<file path="src/rtl/pwt_pkg.sv">
// Shared types and constants for the prescaled timer/watchdog.
// Assumes a byte-wide register port; the counter is two register bytes wide.
package pwt_pkg;
    localparam int REG_W = 8;
    localparam int CNT_W = 2 * REG_W;

    localparam int A_CNT_HI = 0;
    localparam int A_CNT_LO = 1;
    localparam int A_PRE    = 2;
    localparam int A_CTRL   = 3;
    localparam int A_WDOG   = 4;

    typedef enum logic [1:0] {
        IN_EVENT  = 2'b00,
        IN_GATED  = 2'b01,
        IN_TRIG   = 2'b10,
        IN_RETRIG = 2'b11
    } in_mode_e;

    typedef struct packed {
        logic     run;
        logic     single;
        in_mode_e mode;
        logic     in_en;
        logic     out_toggle;
        logic     out_level;
        logic     out_en;
    } ctrl_t;

    localparam ctrl_t CTRL_RST = ctrl_t'(8'h12);
endpackage

</file>
<file path="src/rtl/pwt_prescaler.sv">
// Programmable divider: emits one tick every DIV+1 enabled cycles.
// Assumes restart has priority and reloads the divider so the first
// tick after restart comes DIV+1 enabled cycles later.
module pwt_prescaler #(
    parameter int W = 8
) (
    input  logic         clk,
    input  logic         rst_n,
    input  logic         restart,
    input  logic         en,
    input  logic [W-1:0] div,
    output logic         tick
);
    logic [W-1:0] pcnt;

    assign tick = en && (pcnt == '0) && !restart;

    // Down-count the divider and reload at terminal count or restart.
    always_ff @(posedge clk) begin
        if (!rst_n) begin
            pcnt <= '1;
        end else if (restart) begin
            pcnt <= div;
        end else if (en) begin
            if (pcnt == '0) pcnt <= div;
            else            pcnt <= pcnt - W'(1);
        end
    end
endmodule

</file>
<file path="src/rtl/pwt_regs.sv">
// Register file: reload bytes, prescaler, control and sticky watchdog bit.
// Produces the load request for starts and watchdog refreshes and the
// combinational read mux (counter reads return the live count).
module pwt_regs
    import pwt_pkg::*;
#(
    parameter int ADDR_W = 3
) (
    input  logic              clk,
    input  logic              rst_n,
    input  logic              wr_en,
    input  logic [ADDR_W-1:0] addr,
    input  logic [REG_W-1:0]  wdata,
    input  logic [CNT_W-1:0]  cnt_val,
    input  logic              single_done,
    output logic [REG_W-1:0]  rdata,
    output logic              run_eff,
    output logic              wd_en,
    output logic              ctrl_single,
    output in_mode_e          ctrl_mode,
    output logic              ctrl_in_en,
    output logic              out_toggle,
    output logic              out_level,
    output logic              out_en,
    output logic [REG_W-1:0]  pre_val,
    output logic [CNT_W-1:0]  reload_nxt,
    output logic              load_req,
    output logic              load_arm
);
    ctrl_t            ctrl_q;
    ctrl_t            ctrl_new;
    ctrl_t            ctrl_rd;
    logic [CNT_W-1:0] reload_q;
    logic             wr_hi, wr_lo, wr_pre, wr_ctrl, wr_wd;
    logic             start_wr, wd_on, wd_kick;

    assign wr_hi   = wr_en && (addr == ADDR_W'(A_CNT_HI));
    assign wr_lo   = wr_en && (addr == ADDR_W'(A_CNT_LO));
    assign wr_pre  = wr_en && (addr == ADDR_W'(A_PRE));
    assign wr_ctrl = wr_en && (addr == ADDR_W'(A_CTRL));
    assign wr_wd   = wr_en && (addr == ADDR_W'(A_WDOG));
    assign ctrl_new = ctrl_t'(wdata);

    assign run_eff     = ctrl_q.run || wd_en;
    assign ctrl_single = ctrl_q.single;
    assign ctrl_mode   = ctrl_q.mode;
    assign ctrl_in_en  = ctrl_q.in_en;
    assign out_toggle  = ctrl_q.out_toggle;
    assign out_level   = ctrl_q.out_level;
    assign out_en      = ctrl_q.out_en;

    // Reload value including a write landing this cycle.
    assign reload_nxt = {wr_hi ? wdata : reload_q[CNT_W-1:REG_W],
                         wr_lo ? wdata : reload_q[REG_W-1:0]};

    // Load on a stopped-to-running transition or a watchdog refresh.
    assign start_wr = wr_ctrl && ctrl_new.run && !run_eff;
    assign wd_on    = wr_wd && wdata[0] && !run_eff;
    assign wd_kick  = wr_lo && wd_en;
    assign load_req = start_wr || wd_on || wd_kick;
    assign load_arm = start_wr && ctrl_new.in_en && ctrl_new.mode[1];

    // Hold the reload value.
    always_ff @(posedge clk) begin
        if (!rst_n) reload_q <= '1;
        else        reload_q <= reload_nxt;
    end

    // Hold the prescaler divisor.
    always_ff @(posedge clk) begin
        if (!rst_n)      pre_val <= '1;
        else if (wr_pre) pre_val <= wdata;
    end

    // Hold control; single-mode completion drops the run bit.
    always_ff @(posedge clk) begin
        if (!rst_n)           ctrl_q <= CTRL_RST;
        else if (wr_ctrl)     ctrl_q <= ctrl_new;
        else if (single_done) ctrl_q.run <= 1'b0;
    end

    // Sticky watchdog enable: only reset clears it.
    always_ff @(posedge clk) begin
        if (!rst_n)                  wd_en <= 1'b0;
        else if (wr_wd && wdata[0])  wd_en <= 1'b1;
    end

    // Read mux; control reads show the effective run state.
    always_comb begin
        ctrl_rd     = ctrl_q;
        ctrl_rd.run = run_eff;
        unique case (addr)
            ADDR_W'(A_CNT_HI): rdata = cnt_val[CNT_W-1:REG_W];
            ADDR_W'(A_CNT_LO): rdata = cnt_val[REG_W-1:0];
            ADDR_W'(A_PRE):    rdata = pre_val;
            ADDR_W'(A_CTRL):   rdata = REG_W'(ctrl_rd);
            ADDR_W'(A_WDOG):   rdata = {{(REG_W-1){1'b0}}, wd_en};
            default:           rdata = '0;
        endcase
    end
endmodule

</file>
<file path="src/rtl/pwt_counter.sv">
// Main down counter with input-mode logic.
// Assumes ext_in is synchronous to clk. A step taken at zero is end of
// count: the counter reloads and, in single mode, goes idle.
module pwt_counter
    import pwt_pkg::*;
(
    input  logic             clk,
    input  logic             rst_n,
    input  logic             run_eff,
    input  logic             wd_en,
    input  logic             in_en,
    input  logic             single,
    input  in_mode_e         mode,
    input  logic             ext_in,
    input  logic             tick,
    input  logic             load_req,
    input  logic             load_arm,
    input  logic [CNT_W-1:0] reload_nxt,
    output logic [CNT_W-1:0] cnt,
    output logic             pre_en,
    output logic             pre_restart,
    output logic             wrap,
    output logic             single_done,
    output logic             eoc
);
    logic ext_q;
    logic active;
    logic use_in;
    logic in_edge;
    logic trig;
    logic step_raw;
    logic step_ok;

    assign use_in  = in_en && !wd_en;
    assign in_edge = ext_in && !ext_q;
    assign trig    = run_eff && !load_req && use_in && mode[1] && in_edge &&
                     (!active || mode == IN_RETRIG);

    // Select the step source for the active input mode.
    always_comb begin
        if (!active || !run_eff) begin
            step_raw = 1'b0;
        end else if (!use_in) begin
            step_raw = tick;
        end else begin
            unique case (mode)
                IN_EVENT: step_raw = in_edge;
                IN_GATED: step_raw = tick && ext_in;
                default:  step_raw = tick;
            endcase
        end
    end

    assign step_ok     = step_raw && !load_req && !trig;
    assign wrap        = step_ok && (cnt == '0);
    assign single_done = wrap && single && !wd_en;
    assign pre_en      = active && run_eff;
    assign pre_restart = load_req || trig;

    // Remember the input level for edge detection.
    always_ff @(posedge clk) begin
        if (!rst_n) ext_q <= 1'b0;
        else        ext_q <= ext_in;
    end

    // Register the end-of-count pulse.
    always_ff @(posedge clk) begin
        if (!rst_n) eoc <= 1'b0;
        else        eoc <= wrap;
    end

    // Counter and activity state: load, stop, trigger, then step.
    always_ff @(posedge clk) begin
        if (!rst_n) begin
            cnt    <= '1;
            active <= 1'b0;
        end else if (load_req) begin
            cnt    <= reload_nxt;
            active <= !load_arm;
        end else if (!run_eff) begin
            active <= 1'b0;
        end else if (trig) begin
            cnt    <= reload_nxt;
            active <= 1'b1;
        end else if (step_ok) begin
            if (cnt == '0) begin
                cnt <= reload_nxt;
                if (single_done) active <= 1'b0;
            end else begin
                cnt <= cnt - CNT_W'(1);
            end
        end
    end
endmodule

</file>
<file path="src/rtl/pwt_outpin.sv">
// Output pin: fixed level when disabled, otherwise a toggle or pulse.
// Assumes the toggle state tracks the fixed level while disabled so
// enabling starts from the level last driven.
module pwt_outpin (
    input  logic clk,
    input  logic rst_n,
    input  logic out_en,
    input  logic out_toggle,
    input  logic out_level,
    input  logic wrap,
    input  logic eoc,
    output logic pin
);
    logic tog;

    // Follow the fixed level, or invert at each end of count.
    always_ff @(posedge clk) begin
        if (!rst_n)                   tog <= 1'b1;
        else if (!out_en)             tog <= out_level;
        else if (out_toggle && wrap)  tog <= !tog;
    end

    assign pin = !out_en ? out_level : (out_toggle ? tog : eoc);
endmodule

</file>
<file path="src/rtl/prescaled_wdog_timer.sv">
// Top level: prescaled 16-bit timer with input modes and a watchdog mode.
// Assumes a single clock domain and synchronous ext_in; reads are
// combinational from reg_addr.
module prescaled_wdog_timer
    import pwt_pkg::*;
#(
    parameter int ADDR_W = 3
) (
    input  logic              clk,
    input  logic              rst_n,
    input  logic              reg_we,
    input  logic [ADDR_W-1:0] reg_addr,
    input  logic [REG_W-1:0]  reg_wdata,
    output logic [REG_W-1:0]  reg_rdata,
    input  logic              ext_in,
    output logic              eoc_o,
    output logic              irq_o,
    output logic              rst_req_o,
    output logic              tmr_out_o
);
    logic [CNT_W-1:0] cnt_val;
    logic [CNT_W-1:0] reload_nxt;
    logic [REG_W-1:0] pre_val;
    logic             run_eff, wd_en;
    logic             ctrl_single, ctrl_in_en;
    in_mode_e         ctrl_mode;
    logic             out_toggle, out_level, out_en;
    logic             load_req, load_arm;
    logic             single_done, wrap;
    logic             pre_en, pre_restart, tick;

    pwt_regs #(.ADDR_W(ADDR_W)) u_regs (
        .clk        (clk),
        .rst_n      (rst_n),
        .wr_en      (reg_we),
        .addr       (reg_addr),
        .wdata      (reg_wdata),
        .cnt_val    (cnt_val),
        .single_done(single_done),
        .rdata      (reg_rdata),
        .run_eff    (run_eff),
        .wd_en      (wd_en),
        .ctrl_single(ctrl_single),
        .ctrl_mode  (ctrl_mode),
        .ctrl_in_en (ctrl_in_en),
        .out_toggle (out_toggle),
        .out_level  (out_level),
        .out_en     (out_en),
        .pre_val    (pre_val),
        .reload_nxt (reload_nxt),
        .load_req   (load_req),
        .load_arm   (load_arm)
    );

    pwt_prescaler #(.W(REG_W)) u_pre (
        .clk    (clk),
        .rst_n  (rst_n),
        .restart(pre_restart),
        .en     (pre_en),
        .div    (pre_val),
        .tick   (tick)
    );

    pwt_counter u_cnt (
        .clk        (clk),
        .rst_n      (rst_n),
        .run_eff    (run_eff),
        .wd_en      (wd_en),
        .in_en      (ctrl_in_en),
        .single     (ctrl_single),
        .mode       (ctrl_mode),
        .ext_in     (ext_in),
        .tick       (tick),
        .load_req   (load_req),
        .load_arm   (load_arm),
        .reload_nxt (reload_nxt),
        .cnt        (cnt_val),
        .pre_en     (pre_en),
        .pre_restart(pre_restart),
        .wrap       (wrap),
        .single_done(single_done),
        .eoc        (eoc_o)
    );

    pwt_outpin u_pin (
        .clk       (clk),
        .rst_n     (rst_n),
        .out_en    (out_en),
        .out_toggle(out_toggle),
        .out_level (out_level),
        .wrap      (wrap),
        .eoc       (eoc_o),
        .pin       (tmr_out_o)
    );

    assign irq_o     = eoc_o && !wd_en;
    assign rst_req_o = eoc_o && wd_en;
endmodule

</file>
<file path="config.mk">
export PLATFORM = sky130hd
export DESIGN_NAME = prescaled_wdog_timer
export DESIGN_NICKNAME = d
export VERILOG_FILES = /design/src/rtl/pwt_pkg.sv /design/src/rtl/pwt_prescaler.sv /design/src/rtl/pwt_regs.sv /design/src/rtl/pwt_counter.sv /design/src/rtl/pwt_outpin.sv /design/src/rtl/prescaled_wdog_timer.sv
export SDC_FILE = /design/constraint.sdc
export NUM_CORES = 1
export LEC_CHECK = 0
export ABC_AREA = 1
export BUFFER_PORTS_ARGS = -buffer_cell sky130_fd_sc_hd__clkbuf_2
export CORE_UTILIZATION = 50
export DETAILED_ROUTE_END_ITERATION = 7
export GPL_ROUTABILITY_DRIVEN = 0
export PLACE_DENSITY = 0.68
export SLEW_MARGIN = 20
export SYNTH_ARGS = -nofsm -noshare
export SYNTH_HDL_FRONTEND = slang
export SYNTH_HIERARCHICAL = 1
export SYNTH_SLANG_ARGS = --single-unit
</file>
<file path="constraint.sdc">
create_clock -name clk -period 4.55 [get_ports clk]
set_clock_uncertainty 0.15 [all_clocks]
set_input_delay 0.455 -clock clk [delete_from_list [all_inputs] [get_ports clk]]
set_output_delay 0.455 -clock clk [all_outputs]
set_load 0.02 [all_outputs]
</file>
---- After elaboration in Yosys (flattened, before gate mapping) ----
Cells that the tools add are included.
word-level totals
  bits in registers ....................... 61
  bits in latches ......................... 0
  bits in writable memories ............... 0
  ROM bits ................................ 0
  input port bits ......................... 15
  memories kept ........................... 0
cells by class
  add/subtract/negate cells ............... 2
  $mul .................................... 0
  div/mod/pow operators ................... 0
  $lt $le $gt $ge ......................... 0
  equality and inequality tests ........... 10
  shift-type cells ........................ 0
  mux-type cells .......................... 25
  bitwise gates (word level) .............. 0
  reduce and logical (&&, ||, !) cells .... 56
operator list
  kind                                                                   count
  16-bit two-way mux                                                     5
  8-bit two-way mux                                                      5
  8-bit case mux with 5 select lines                                     1
  1-bit logical AND                                                      31
  16-bit zero test                                                       1
  16-bit by 1-bit subtractor with 16-bit output, second input constant   1
  1-bit two-way mux                                                      13
  4-bit != test, second input constant                                   3
  1-bit zero test                                                        9
  8-bit zero test                                                        1
  8-bit by 1-bit subtractor with 8-bit output, second input constant     1
  3-bit by 2-bit equality test with 1-bit output, second input constant  2
  1-bit logical OR                                                       6
  2-bit nonzero test                                                     3
  3-bit by 1-bit equality test with 1-bit output, second input constant  1
  3-bit equality test, second input constant                             1
  3-bit zero test                                                        1
  3-bit AND reduction                                                    1
  3-bit nonzero test                                                     1
  2-bit by 1-bit equality test with 1-bit output, second input constant  1
  2-bit equality test, second input constant                             1
  2-bit zero test                                                        1
  2-bit by 1-bit != test with 1-bit output, second input constant        1
  1-bit case mux with 2 select lines                                     1
  2-bit AND reduction                                                    1

---- Logic depth before layout (Yosys ltp) ----
  depth in word-level cells ............... 30
  mapped depth ............................ 24
  mapped depth without buffers ............ 22

---- Cells and area by module ----
The synthesis kept the hierarchy.
modules (own cells, without submodules)
  module                times used  cells an instance  area an instance (µm²)
  pwt_regs              1           237                1626.6
  pwt_counter           1           277                1560.2
  pwt_prescaler         1           92                 631.9
  pwt_outpin            1           17                 98.8
  prescaled_wdog_timer  1           4                  17.5

---- Worst setup path before layout ----
Ideal clock, no wire load.
  path type ............................... in2reg
  start point ............................. in reg_addr[0]
  end point ............................... reg u_regs/ctrl_q[7] in the netlist's numbering
  arrival time ............................ 2.814 ns
  setup slack ............................. 1.515 ns
  stages on the path ...................... 23
  buffers on the path ..................... 3
  cell sequence ........................... clkbuf_2 > buf_2 > nor2_1 > nand4_1 > nand3_1 > inv_2 > nand2_2 > nor2_2 > nand2_1 > nand2_1 > nor2_1 > nand2_1 > nand2_1 > nand3_1 > nand2_1 > nand2_1 > buf_2 > inv_1 > nand2_1 > nor2_1 > nor2_1 > nand2_1 > a21oi_1
between the ends
  word-level cells in the longest chain between the ends .. 25
  elaborated cells on any way between the ends .. 34
  those cells by class .................... 3 x eq/ne; 4 x mux; 27 x reduce/logical
ends and longest elaborated chain
  item                                                                                   RTL line                        RTL
  start, declared                                                                        prescaled_wdog_timer.sv:12      input logic [ADDR_W-1:0] reg_addr,
  3-bit by 2-bit equality test with 1-bit output or 3-bit equality test (tied branches)  pwt_regs.sv:40, pwt_regs.sv:41
  1-bit logical AND, on equally long branches                                            pwt_regs.sv:40, pwt_regs.sv:41
  1-bit logical AND, on equally long branches (2 in a row)                               pwt_regs.sv:57, pwt_regs.sv:58
  1-bit logical OR                                                                       pwt_regs.sv:60                  assign load_req = start_wr || wd_on || wd_kick;
  1-bit logical OR (*)                                                                   pwt_regs.sv:60
  net load_req                                                                           prescaled_wdog_timer.sv:28      logic load_req, load_arm;
  1-bit zero test                                                                        pwt_counter.sv:36               assign trig = run_eff && !load_req && use_in && mode[1] && in_edge &&
  1-bit logical AND (5 in a row)                                                         pwt_counter.sv:36
  (+1 left out)                                                                          --
  net pre_restart                                                                        prescaled_wdog_timer.sv:30      logic pre_en, pre_restart, tick;
  (+2 left out)                                                                          --
  net tick                                                                               prescaled_wdog_timer.sv:30
  (+1 left out)                                                                          --
  1-bit case mux with 2 select lines                                                     pwt_counter.sv:46               unique case (mode)
  1-bit two-way mux (*)                                                                  pwt_counter.sv:43               end else if (!use_in) begin
  1-bit two-way mux (*)                                                                  pwt_counter.sv:41               if (!active || !run_eff) begin
  1-bit logical AND (*) (2 in a row)                                                     pwt_counter.sv:54               assign step_ok = step_raw && !load_req && !trig;
  1-bit logical AND (*)                                                                  pwt_counter.sv:55               assign wrap = step_ok && (cnt == '0);
  1-bit logical AND (*) (2 in a row)                                                     pwt_counter.sv:56               assign single_done = wrap && single && !wd_en;
  net single_done                                                                        prescaled_wdog_timer.sv:29      logic single_done, wrap;
  2-bit nonzero test (no source line) (*)                                                --
  end signal, assigned                                                                   pwt_regs.sv:78                  else if (wr_ctrl) ctrl_q <= ctrl_new;
  end, declared                                                                          pwt_regs.sv:30                  ctrl_t ctrl_q;
The timed path passes the listed nets; every way through them passes the cells marked *.
A chain may end at the register's enable or synchronous reset.

---- Worst setup path in the final report ----
  start point ............................. in reg_addr[2]
  end point ............................... reg u_cnt.cnt[11]
between the ends
  word-level cells in the longest chain between the ends .. 23
  elaborated cells on any way between the ends .. 40
  those cells by class .................... 3 x eq/ne; 9 x mux; 28 x reduce/logical
ends and longest elaborated chain
  item                                                                                   RTL line                        RTL
  3-bit by 2-bit equality test with 1-bit output or 3-bit equality test (tied branches)  pwt_regs.sv:40, pwt_regs.sv:41
  1-bit logical AND, on equally long branches                                            pwt_regs.sv:40, pwt_regs.sv:41
  1-bit logical AND, on equally long branches (2 in a row)                               pwt_regs.sv:57, pwt_regs.sv:58
  1-bit logical OR                                                                       pwt_regs.sv:60
  1-bit logical OR (*)                                                                   pwt_regs.sv:60
  net load_req                                                                           prescaled_wdog_timer.sv:28
  1-bit zero test                                                                        pwt_counter.sv:36
  1-bit logical AND (5 in a row)                                                         pwt_counter.sv:36
  (+1 left out)                                                                          --
  net pre_restart                                                                        prescaled_wdog_timer.sv:30
  (+2 left out)                                                                          --
  net tick                                                                               prescaled_wdog_timer.sv:30
  1-bit logical AND                                                                      pwt_counter.sv:48               IN_GATED: step_raw = tick && ext_in;
  1-bit case mux with 2 select lines                                                     pwt_counter.sv:46
  1-bit two-way mux (*)                                                                  pwt_counter.sv:43
  1-bit two-way mux (*)                                                                  pwt_counter.sv:41
  1-bit logical AND (*) (2 in a row)                                                     pwt_counter.sv:54
  3-bit nonzero test (no source line) (*)                                                --
  2-bit AND reduction (no source line) (*)                                               --
  end signal, assigned                                                                   pwt_counter.sv:78               cnt <= reload_nxt;
  end signal, assigned                                                                   pwt_counter.sv:83               cnt <= reload_nxt;
  end signal, assigned                                                                   pwt_counter.sv:87               cnt <= reload_nxt;
  end, declared                                                                          pwt_counter.sv:19               output logic [CNT_W-1:0] cnt,
The timed path passes the listed nets; every way through them passes the cells marked *. The select of a mux whose other input is x is not followed.

==> results.sh <==
export IMPL_io_pins=27
export IMPL_cts_buffers=9
export IMPL_synthCells=627
export IMPL_tritoncts="done"
export IMPL_syn_avg_cell_area_um2=6.28
export IMPL_rsz0062_at_grt="false"
export IMPL_post_cts_buffers=0
export IMPL_antenna_found_initial=0
export IMPL_dr_pass1_iters=5
export IMPL_num_vias=4064
export IMPL_ctsHoldBuffers=0
export IMPL_critical_path_arrival_ps=3740
export IMPL_comb_power_share_pct=13.0
export IMPL_crit_path_max_fanout=23
export IMPL_crit_chain="clkbuf_2, nor2_4, nand3_2, clkinv_2, nand2_1, nand3_1, inv_2, nand2_2, nor2_2, nand2_1, nand2_1, nor2_1, nand2_1, nand2_1, nand3_1, nand2_1, nand2_1, nand2_2, o21ai_0, inv_1, nand2_1"
export IMPL_fin_total_pwr_mw=1.19
export IMPL_clk_pin_slew_ps=80
export IMPL_fp_dieW_um=90.7
export IMPL_routed_wl_um=10900
export IMPL_p_switching_mw=0.381
export IMPL_hp_class="in -> reg"
export IMPL_maxCapViolations=0
export IMPL_rows=31
export IMPL_drv_slew=0
export IMPL_worst_pin_slew_ps=578
export IMPL_die_h_um=90.7
export IMPL_synth_seq_cells=61
export IMPL_grt_overflow=0
export IMPL_slowest_stage="nand2_2"
export IMPL_power_internal_mw=0.806
export IMPL_coreArea_um2=7450
export IMPL_fin_cells=748
export IMPL_dp_cells=732
export IMPL_slew_headroom_pct=61.4
export IMPL_crit_buf_inv=4
export IMPL_antenna_cells=0
export IMPL_dieArea_um2=8230
export IMPL_avgRoutedWirePerCell_um=14.6
export IMPL_areaGrowthSynthToFinish_pct=7.85
export IMPL_fin_crit_sh_pct=79.8
export IMPL_tns_ps=0
export IMPL_grt_pass1_vias=3814
export IMPL_drc=0
export IMPL_netSwitchingFraction_pct=32.1
export IMPL_reg2reg_setup_slack_ps=1150
export IMPL_hold_violations=0
export IMPL_synth_area_um2=3940
export IMPL_cts_sinks=61
export IMPL_holdPathEnd="u_cnt/ext_q$_SDFF_PN0_"
export IMPL_synth_fp_nets=646
export IMPL_start_util_pct=52.8
export IMPL_seqPwrFrac_pct=48.3
export IMPL_crit_type="in -> reg"
export IMPL_reg2reg_from="u_regs/wd_en$_SDFFE_PN0P_"
export IMPL_clkPwrFrac_pct=38.7
export IMPL_cp_required_ps=4660
export IMPL_cts_root_buf="clkbuf_8"
export IMPL_status="complete, no violations"
export IMPL_fin_nets=663
export IMPL_power_leakage_nw=2.19
export IMPL_grt_first_pass_wirelength_um=18100
export IMPL_ir_worst_vdd_v=0.000134
export IMPL_async_reset_ff_share_pct=0
export IMPL_ys_flop_type="dfxtp_1"
export IMPL_n_fill_cell=763
export IMPL_reg2reg_depth=17
export IMPL_final_util_pct=57.0
export IMPL_holdPathStages=3
export IMPL_io_buffers=26
export IMPL_vias_per_cell=5.43
export IMPL_cp_start_kind="input pin"
export IMPL_grt_max_degree=51
export IMPL_yosysUniqueCellTypes=34
export IMPL_htreeDepth=3
export IMPL_powerDensity_nw_per_um2=280
export IMPL_post_cts_resize_count=0
export IMPL_ant_nets=0
export IMPL_drive_above_1_share_pct=12.6
export IMPL_cts_buffer_depth=2
export IMPL_cp_end_kind="flop"
export IMPL_hpwl_um=7960
export IMPL_min_delay_start="ext_in"
export IMPL_yosys_warnings=6
export IMPL_grt_usage_pct=28.1
export IMPL_synth_seq_area_share_pct=31.0
export IMPL_drt_iter0_markers=294
export IMPL_max_stage_delay_ps=440
export IMPL_critPathMostFrequentCell="nand2_1"
export IMPL_synth_edff_count=0
export IMPL_fmax_mhz=276
export IMPL_fin_crit_ps=3630
export IMPL_clk_latency_ps=360
export IMPL_r2r_end="u_cnt/cnt[6]$_SDFFE_PN1P_"
export IMPL_setup_viol=0
export IMPL_path_delay_family="simple AND/OR/NAND/NOR gates"
cell usage in the layout, fill, tap and decap left out:
cell type and count:
xnor2_1 5, nand2_4 2, ha_1 4, o21ai_4 1
nand2_1 209, nand2_2 4, o21bai_2 2, inv_1 72
nor2_4 7, inv_6 2, buf_4 2, nor2_1 44
a21oi_1 15, o21ai_0 7, clkinv_4 3, xor2_1 2
clkbuf_2 26, dfxtp_1 61, clkinvlp_4 2, and2_1 1
nand3_1 127, nor3_1 2, nand4_1 15, nand3_2 4
a21boi_2 1, nor2_2 6, nand3_4 1, a21oi_4 1
clkinv_2 2, nor2_8 2, o21ai_1 3, clkbuf_8 9
nor3_4 1, inv_2 4
area by class of cell:
class	instances	area, um^2	area share [%]
flip-flops and latches	61	1220	28.8
clock inverters	7	58.8	1.39
clock buffers	9	124	2.92
inverters	78	295	6.96
multi-input cells	466	2280	53.6
well taps	99	124	2.92
repair buffers	28	145	3.42
per-layer routing:
layer	track usage [%]	vias up	wire length [um]
met5	0	-	0
met4	12.9	0	306
met3	5.05	28	729
met2	46.2	143	5120
met1	35.5	1857	4770
li1	-	2036	-
state kept, by name, indices dropped and copies added, names as in the netlist:
signal              count
u_cnt/active            1
u_cnt/cnt              16
u_cnt/eoc               1
u_cnt/ext_q             1
u_pin/tog               1
u_pre/pcnt              8
u_regs/ctrl_in_en       1
u_regs/ctrl_mode        2
u_regs/ctrl_q           1
u_regs/ctrl_single      1
u_regs/out_en           1
u_regs/out_level        1
u_regs/out_toggle       1
u_regs/pre_val          8
u_regs/reload_q        16
u_regs/wd_en            1
cells by family after synthesis:
logic type	count (synthesis)	synth area share [%]
xor+xnor	7	1.56
buf+inv	100	11.1
flops	61	31.0
simple gates	425	50.1
fa+ha+maj	4	1.27
compound gates	30	4.86
worst reg2reg max path: cells and delay by family, from the launching register on:
family | cells | cell delay, ps
simple gates | 16 | 2490
buf+inv | 1 | 120
flops | 1 | 520
metrics by stage:
step / setup slack [ps] / hold WS (ps) / area [um^2]
after floorplan: 1520 / 287 / 3940
after global placement: 766 / 299 / 4060
after detailed placement: 578 / 302 / 4060
after CTS: 970 / 170 / 4240
after global routing: 546 / 200 / 4240
final: 921 / 172 / 4240
power groups by stage:
stage	Sequential (mW)	Combinational [mW]	Clock [mW]
after floorplan	0.579	0.115	0
after CTS	0.573	0.154	0.469
after global placement	0.585	0.151	0
final	0.573	0.155	0.459
after global routing	0.576	0.172	0.495
after detailed placement	0.585	0.154	0
Yosys cell counts, types with 2 or more instances:
cell type,count,share of area (%)
inv_2,4,0.38
nand3_2,4,1.0
a21oi_1,15,1.9
o21ai_0,7,0.89
nand4_1,15,2.4
buf_6,5,1.4
clkinv_2,2,0.25
nor2_2,6,0.95
nand2_2,4,0.64
nand2_4,2,0.57
nor3_1,2,0.25
nor2_8,2,1.0
clkbuf_1,4,0.38
xnor2_1,5,1.1
nand3_1,127,16
buf_2,8,1.0
inv_1,72,6.9
xor2_1,2,0.45
o21ai_1,3,0.38
nor2_4,7,2.0
nand2_1,209,20
ha_1,4,1.3
buf_4,3,0.57
nor2_1,44,4.2
dfxtp_1,61,31
o21bai_2,2,0.57
worst max path at each step:
stage | from | end | slack [ps] | depth (start not counted)
floorplan | reg_addr[0] | u_regs/ctrl_q[7]$_SDFFE_PN0P_ | 1520 | 23
global placement | reg_addr[2] | u_cnt/cnt[11]$_SDFFE_PN1P_ | 770 | 21
detailed placement | reg_addr[2] | u_cnt/cnt[13]$_SDFFE_PN1P_ | 580 | 21
CTS | reg_addr[2] | u_cnt/cnt[13]$_SDFFE_PN1P_ | 970 | 21
global route | reg_addr[2] | u_cnt/cnt[10]$_SDFFE_PN1P_ | 550 | 21
finish | reg_addr[2] | u_cnt/cnt[11]$_SDFFE_PN1P_ | 920 | 21
No activity file was read; power rests on OpenSTA's default activity.
